## src/rtl/pit_pkg.sv

```systemverilog
`timescale 1ns/1ps
package pit_pkg;

    localparam int WORD_W      = 32;
    localparam int RLD_W       = 28;
    localparam int ACK_CLR_BIT = 31;
    localparam int ACK_RLD_BIT = 30;

    typedef logic [RLD_W-1:0] cnt_t;

    // Software-visible layout: flag at the top, period in the low bits.
    typedef struct packed {
        logic flag;
        logic spare;
        logic irq_en;
        logic run;
        cnt_t period;
    } ctrl_t;

    typedef enum logic [1:0] {
        CNT_HOLD = 2'd0,
        CNT_LOAD = 2'd1,
        CNT_STEP = 2'd2
    } cnt_cmd_e;

    // A control write decides first, then a restart, then a tick.
    function automatic cnt_cmd_e pick_cmd(
        input logic wr_ctrl,
        input logic new_run,
        input logic ack_rld,
        input logic cur_run,
        input logic tick
    );
        cnt_cmd_e c;
        if (wr_ctrl)
            c = new_run ? CNT_LOAD : CNT_HOLD;
        else if (ack_rld && cur_run)
            c = CNT_LOAD;
        else if (cur_run && tick)
            c = CNT_STEP;
        else
            c = CNT_HOLD;
        return c;
    endfunction

    function automatic logic at_terminal(input cnt_t c);
        return c == cnt_t'(1);
    endfunction

endpackage

```

## src/rtl/pit_decode.sv

```systemverilog
`timescale 1ns/1ps
module pit_decode
    import pit_pkg::*;
#(
    parameter int                ADDR_W   = 8,
    parameter logic [ADDR_W-1:0] CTRL_OFS = 'h34,
    parameter logic [ADDR_W-1:0] ACK_OFS  = 'h38
) (
    input  logic              wr_en,
    input  logic [ADDR_W-1:0] addr,
    input  logic [WORD_W-1:0] wdata,
    input  ctrl_t             ctrl_q,
    output logic              wr_ctrl,
    output logic              ack_clr,
    output logic              ack_rld,
    output logic [WORD_W-1:0] rdata
);

    logic hit_ctrl;
    logic hit_ack;

    always_comb begin
        hit_ctrl = (addr == CTRL_OFS);
        hit_ack  = (addr == ACK_OFS);
        wr_ctrl  = wr_en && hit_ctrl;
        ack_clr  = wr_en && hit_ack && wdata[ACK_CLR_BIT];
        ack_rld  = wr_en && hit_ack && wdata[ACK_RLD_BIT];
    end

    // The acknowledge location and unmapped offsets read as zero.
    always_comb begin
        if (hit_ctrl)
            rdata = ctrl_q;
        else
            rdata = '0;
    end

endmodule

```

## src/rtl/pit_ctrl_reg.sv

```systemverilog
`timescale 1ns/1ps
module pit_ctrl_reg
    import pit_pkg::*;
(
    input  logic  clk,
    input  logic  rst,
    input  logic  wr_ctrl,
    input  ctrl_t wr_word,
    input  logic  ack_clr,
    input  logic  expire,
    output ctrl_t ctrl_q
);

    always_ff @(posedge clk) begin
        if (rst) begin
            ctrl_q <= '0;
        end else if (wr_ctrl) begin
            ctrl_q <= wr_word;
        end else begin
            // Set follows clear, so a simultaneous expiry is kept.
            if (ack_clr)
                ctrl_q.flag <= 1'b0;
            if (expire)
                ctrl_q.flag <= 1'b1;
        end
    end

endmodule

```

## src/rtl/pit_counter.sv

```systemverilog
`timescale 1ns/1ps
module pit_counter
    import pit_pkg::*;
(
    input  logic     clk,
    input  logic     rst,
    input  cnt_cmd_e cmd,
    input  cnt_t     load_val,
    input  cnt_t     period,
    output cnt_t     count_q,
    output logic     expire
);

    cnt_t count_d;

    always_comb begin
        expire  = (cmd == CNT_STEP) && at_terminal(count_q);
        count_d = count_q;
        unique case (cmd)
            CNT_LOAD: count_d = load_val;
            CNT_STEP: begin
                if (at_terminal(count_q))
                    count_d = period;
                else if (count_q != '0)
                    count_d = count_q - cnt_t'(1);
            end
            default:  count_d = count_q;
        endcase
    end

    always_ff @(posedge clk) begin
        if (rst)
            count_q <= '0;
        else
            count_q <= count_d;
    end

endmodule

```

## src/rtl/periodic_irq_timer.sv

```systemverilog
`timescale 1ns/1ps
module periodic_irq_timer
    import pit_pkg::*;
#(
    parameter int                ADDR_W   = 8,
    parameter logic [ADDR_W-1:0] CTRL_OFS = 'h34,
    parameter logic [ADDR_W-1:0] ACK_OFS  = 'h38
) (
    input  logic              clk,
    input  logic              rst,
    input  logic              tick_en,
    input  logic              wr_en,
    input  logic [ADDR_W-1:0] addr,
    input  logic [WORD_W-1:0] wdata,
    output logic [WORD_W-1:0] rdata,
    output logic              irq
);

    ctrl_t    ctrl_q;
    ctrl_t    wr_word;
    cnt_t     count_q;
    cnt_t     load_val;
    cnt_cmd_e cmd;
    logic     wr_ctrl;
    logic     ack_clr;
    logic     ack_rld;
    logic     expire;

    assign wr_word = ctrl_t'(wdata);

    pit_decode #(
        .ADDR_W   (ADDR_W),
        .CTRL_OFS (CTRL_OFS),
        .ACK_OFS  (ACK_OFS)
    ) u_dec (
        .wr_en   (wr_en),
        .addr    (addr),
        .wdata   (wdata),
        .ctrl_q  (ctrl_q),
        .wr_ctrl (wr_ctrl),
        .ack_clr (ack_clr),
        .ack_rld (ack_rld),
        .rdata   (rdata)
    );

    always_comb begin
        cmd      = pick_cmd(wr_ctrl, wr_word.run, ack_rld, ctrl_q.run, tick_en);
        load_val = wr_ctrl ? wr_word.period : ctrl_q.period;
    end

    pit_counter u_cnt (
        .clk      (clk),
        .rst      (rst),
        .cmd      (cmd),
        .load_val (load_val),
        .period   (ctrl_q.period),
        .count_q  (count_q),
        .expire   (expire)
    );

    pit_ctrl_reg u_reg (
        .clk     (clk),
        .rst     (rst),
        .wr_ctrl (wr_ctrl),
        .wr_word (wr_word),
        .ack_clr (ack_clr),
        .expire  (expire),
        .ctrl_q  (ctrl_q)
    );

    assign irq = ctrl_q.flag && ctrl_q.irq_en;

endmodule

```

## config.mk

```make
export PLATFORM = sky130hd
export DESIGN_NAME = periodic_irq_timer
export DESIGN_NICKNAME = d
export VERILOG_FILES = /design/src/rtl/pit_pkg.sv /design/src/rtl/pit_decode.sv /design/src/rtl/pit_ctrl_reg.sv /design/src/rtl/pit_counter.sv /design/src/rtl/periodic_irq_timer.sv
export SDC_FILE = /design/constraint.sdc
export NUM_CORES = 1
export LEC_CHECK = 0
export BUFFER_PORTS_ARGS = -buffer_cell sky130_fd_sc_hd__buf_2
export CAP_MARGIN = 0
export CORE_UTILIZATION = 50
export DETAILED_ROUTE_END_ITERATION = 7
export PLACE_DENSITY_LB_ADDON = 0.1
export SKIP_CTS_REPAIR_TIMING = 1
export SYNTH_ARGS = -nofsm -noshare
export SYNTH_HDL_FRONTEND = slang
export SYNTH_SLANG_ARGS = --single-unit
```

## constraint.sdc

```tcl
create_clock -name clk -period 2.4 [get_ports clk]
set_input_delay 0.48 -clock clk [delete_from_list [all_inputs] [get_ports clk]]
set_output_delay 0.48 -clock clk [all_outputs]
set_load 0.01 [all_outputs]
```

==> flow_results.org <==
** Timing
- Highest attainable clock frequency :: 422 MHz
- Setup TNS :: 0 ps
- Relative max-transition margin :: 62.5%
- Tightest Pin Transition :: 562 ps
- Post-layout minimum cycle time :: 2370 ps
- Across the routed clock network, the largest skew measured is 6.47 ps.
- Count of final max-slew check failures :: 0
- Setup repair after global routing could not meet its margin everywhere.
- Dividing the final minimum period by the clock period gives 98.8%.
- Number of endpoints with negative hold slack in the final report :: 0
- Total of endpoints with negative setup slack in the final report :: 0

** Logic synthesis
- Dominant cell type by area after synthesis :: sky130_fd_sc_hd__dfxtp_1
- Synthesis produced a netlist whose cell count is 477.
- Most instantiated library cell after synthesis :: sky130_fd_sc_hd__nand2_1
- Of all flip-flops after synthesis, the portion carrying an async set or reset was 0%.
- For this run, the leading register cell type out of synthesis is sky130_fd_sc_hd__dfxtp_1.
- EDFF count, synth :: 0
- The number of nets handed over by synthesis was 524.
- Averaged over all synthesized cells, the footprint is 7.56 um2.
- Sequential cell area fraction in the yosys report :: 33.3%
- In this run the biggest area consumer among cell types represents 33.3% of the synthesized area.
- The Yosys step of the flow raised 0 warnings.
- Top post-synthesis cells by count :: sky130_fd_sc_hd__nand2_1 (66), sky130_fd_sc_hd__dfxtp_1 (60), sky130_fd_sc_hd__nor2_1 (52)
- Cell area after synthesis :: 0.00361 mm2
- The synthesized design contains 60 register bits.
- Largest cells by area after synthesis :: sky130_fd_sc_hd__dfxtp_1 (33%), sky130_fd_sc_hd__a21oi_1 (7.1%), sky130_fd_sc_hd__nand2_1 (6.9%), sky130_fd_sc_hd__and3_1 (5.7%), sky130_fd_sc_hd__nor2_1 (5.4%)
- In this run, distinct cell masters in the synthesized netlist total 62.

** CTS
- Reg clk slew, reported paths :: 70 ps
- Maximum clock insertion buffer count :: 2
- Worst-Skew Late Latency :: 340 ps
- Number of buffers created by CTS :: 9
- The clock drives 60 sinks.
- Clock tree synthesis selected as its root buffer the cell sky130_fd_sc_hd__clkbuf_8.
- H-tree levels :: 3
- CTS tree :: done

** Outcome
- The flow ran to the end, and the final reports show no timing, DRC or antenna violations.

** Setup path
- Cells along the critical path :: or2_1 > or4_4 > or4_4 > buf_6 > buf_4 > a21oi_1 > o221a_2
- The worst register-to-register path ends at u_cnt.count_q[26]$_SDFFE_PP0P_.
- In this run the critical register-to-register path is launched from u_cnt.count_q[20]$_SDFFE_PP0P_.
- Element type at the critical path end :: register
- For the worst setup path, the data required time is 2690 ps.
- The critical path runs through a total of 7 cells.
- Most common cell type on the critical path :: sky130_fd_sc_hd__or4_4
- The setup path with the least slack is of type register to register.
- Broken down by cell family, the worst path's largest delay share belongs to simple AND/OR/NAND/NOR gates.
- Count of buffering cells on the critical path with inverters included :: 2
- In this run the worst path has a maximum fanout of 6.
- Highest-delay cell along the critical path :: sky130_fd_sc_hd__or4_4
- Category of the worst setup path launch point :: register
- For the worst flop-to-flop path, the logic depth is 7.
- Data arrival time of the critical path :: 2660 ps
- Slowest Stage Delay on Critical Path :: 640 ps
- Flop2flop setup slack :: 30 ps

** Global route
- Remaining global-route overflow :: 0
- The first global-routing pass estimated 16700 um of wire.
- The via count of the first global-routing pass was 3515.
- The number of antenna violations at the first check in global routing came to 0.
- GRT Overall Usage :: 28.1%
- Entering global routing, the biggest net connects 33 pins.

** Floorplan
- Die Ht :: 86.9 um
- The die covers 0.00756 mm2.
- In this run the standard cell core region covers 0.00687 mm2.
- In this run the horizontal extent of the chip is 86.9 um.
- The initial utilization of the core area, before any placement, comes to 52.5%.
- Number of placement rows :: 30
- Number of placed I/O pins :: 77

** Detailed routing
- WL per Instance :: 15.2 um
- In this run, the number of DRC markers left after iteration 0 of detailed routing was 233.
- The detailed router placed 3901 vias in this run.
- Count of unresolved DRC violations after routing :: 0
- Routed Wire Length :: 10300 um
- The first detailed-routing pass took 5 iterations.
- After detailed routing, the number of vias per cell comes to 5.75.
- Post-route ant nets :: 0

** Min path
- The worst hold path was traced through 3 stages.
- Worst-case hold path end point :: u_reg.ctrl_q[29]$_SDFFE_PP0N_
- The min-delay analysis places its worst path in the category input port to register.
- Critical hold path startpoint :: wdata[29]

** Finish
- Core utilization of the finished layout :: 66.5%
- For this run, the post-layout net count is 624.
- The number of antenna diodes in the final layout is 0.
- Area added between synthesis and finish :: 26.6%
- Excluding fillers, the count of instances in the completed layout stands at 678.
- Share of final-layout standard cells stronger than drive strength 1 :: 28.7%
- Finished layout cell area :: 0.00457 mm2

** Job
- Max Cap Violations :: 0

** Power and ir drop
- Dividing total power by cell area gives a power density of 437 mW/mm2.
- Worst supply voltage drop on vdd :: 405 uV
- In this run the static leakage power is 2.00 nW.

** Place
- Once placement finished, the instance area stood at 0.00430 mm2.
- In this run the tool buffered the top-level ports with 76 buffer cells.
- HPWL after DPL :: 7240 um
- Cell count after placement :: 656
- RePlAce Congestion :: 0.921
## cell type report
| class | instances | area [um2] |
|---|---|---|
| Sequential cell | 60 | 1200 |
| Clock buffer | 11 | 131 |
| Multi-Input combinational cell | 375 | 2250 |
| Inverter | 8 | 30.0 |
| Clock inverter | 5 | 52.6 |
| Timing Repair Buffer | 123 | 782 |
| Fill cell | 620 | 2300 |
| Tap cell | 96 | 120 |
## worst max path at each step
stage | start | to
5_1_grt | u_cnt.count_q[20]$_SDFFE_PP0P_ | u_cnt.count_q[19]$_SDFFE_PP0P_
6_report | u_cnt.count_q[20]$_SDFFE_PP0P_ | u_cnt.count_q[26]$_SDFFE_PP0P_
3_5_place_dp | u_cnt.count_q[20]$_SDFFE_PP0P_ | u_cnt.count_q[20]$_SDFFE_PP0P_
4_1_cts | u_cnt.count_q[20]$_SDFFE_PP0P_ | u_cnt.count_q[15]$_SDFFE_PP0P_
2_1_floorplan | addr[7] | u_cnt.count_q[15]$_SDFFE_PP0P_
3_3_place_gp | addr[3] | u_cnt.count_q[10]$_SDFFE_PP0P_
## worst reg2reg max path: stages, from the launching register on
cell and delay (ps):
sky130_fd_sc_hd__dfxtp_1 310, sky130_fd_sc_hd__or2_1 240, sky130_fd_sc_hd__or4_4 470, sky130_fd_sc_hd__or4_4 650, sky130_fd_sc_hd__buf_6 170, sky130_fd_sc_hd__buf_4 130, sky130_fd_sc_hd__a21oi_1 150, sky130_fd_sc_hd__o221a_2 200
## flip-flops by register name (all words and copies together), names as in the netlist
signal / cells
u_reg.ctrl_q: 32
u_cnt.count_q: 28
## power by group
part / internal, mW / total [mW] / switching (mW) / leakage, nW
Sequential: 0.996 / 0.998 / 0.00112 / 0.483
Combinational: 0.0495 / 0.113 / 0.0640 / 1.43
Clock: 0.475 / 0.884 / 0.410 / 0.0931
## through the flow
step / hold slack, ps / power [mW] / worst slack, ps
global placement: 437 / 1.13 / 84.3
finish: 371 / 2.00 / 28.1
global route: 385 / 2.06 / -94.9
CTS: 362 / 2.01 / 37.0
floorplan: 430 / 1.07 / 107
detailed placement: 453 / 1.13 / 49.9
## routing by layer
| metal | wire, um | track usage, % | vias to the layer above | share of wire, % |
|---|---|---|---|---|
| met5 | 0 | 0 | - | 0 |
| li1 | - | - | 1926 | - |
| met2 | 5030 | 47.2 | 130 | 49 |
| met4 | 146 | 9.85 | 0 | 1.4 |
| met1 | 4610 | 37.1 | 1832 | 45 |
| met3 | 529 | 3.60 | 13 | 5.1 |
## cell usage in the layout (no fill, tap or decap), types with 2 or more instances in the layout
cell type	n
sky130_fd_sc_hd__buf_6	3
sky130_fd_sc_hd__o221ai_1	7
sky130_fd_sc_hd__xnor2_1	7
sky130_fd_sc_hd__nor3_1	17
sky130_fd_sc_hd__nor2_1	52
sky130_fd_sc_hd__buf_12	3
sky130_fd_sc_hd__a21oi_1	51
sky130_fd_sc_hd__nand3b_1	2
sky130_fd_sc_hd__inv_1	8
sky130_fd_sc_hd__nand4_1	6
sky130_fd_sc_hd__o22ai_1	4
sky130_fd_sc_hd__nor2_2	2
sky130_fd_sc_hd__o21ai_1	6
sky130_fd_sc_hd__clkinv_2	3
sky130_fd_sc_hd__or3_2	2
sky130_fd_sc_hd__o21ai_0	17
sky130_fd_sc_hd__ha_1	3
sky130_fd_sc_hd__nor4_1	7
sky130_fd_sc_hd__buf_2	76
sky130_fd_sc_hd__clkbuf_8	9
sky130_fd_sc_hd__a211oi_2	2
sky130_fd_sc_hd__a211oi_1	13
sky130_fd_sc_hd__dfxtp_1	60
sky130_fd_sc_hd__a31oi_1	6
sky130_fd_sc_hd__or4_4	2
sky130_fd_sc_hd__clkbuf_1	2
sky130_fd_sc_hd__buf_4	41
sky130_fd_sc_hd__nand3_2	3
sky130_fd_sc_hd__xor2_1	2
sky130_fd_sc_hd__o221a_2	2
sky130_fd_sc_hd__nor3_2	4
sky130_fd_sc_hd__nor2b_1	8
sky130_fd_sc_hd__mux2i_1	8
sky130_fd_sc_hd__o41ai_1	2
sky130_fd_sc_hd__nand2_1	66
sky130_fd_sc_hd__a41oi_1	3
sky130_fd_sc_hd__and3_1	33
sky130_fd_sc_hd__nand3_1	10
## kinds of logic after synthesis
group                    Yosys count  share of synthesized area (%)
buffers and inverters             42                           5.90
adder cells (fa/ha/maj)            3                           1.04
AND/OR/NAND/NOR                  228                           32.8
AO/OA/AOI/OAI                    126                           21.9
multiplexers                       9                           2.84
flip-flops                        60                           33.3
XOR/XNOR                           9                           2.19
(Power assumes the default switching activity.)
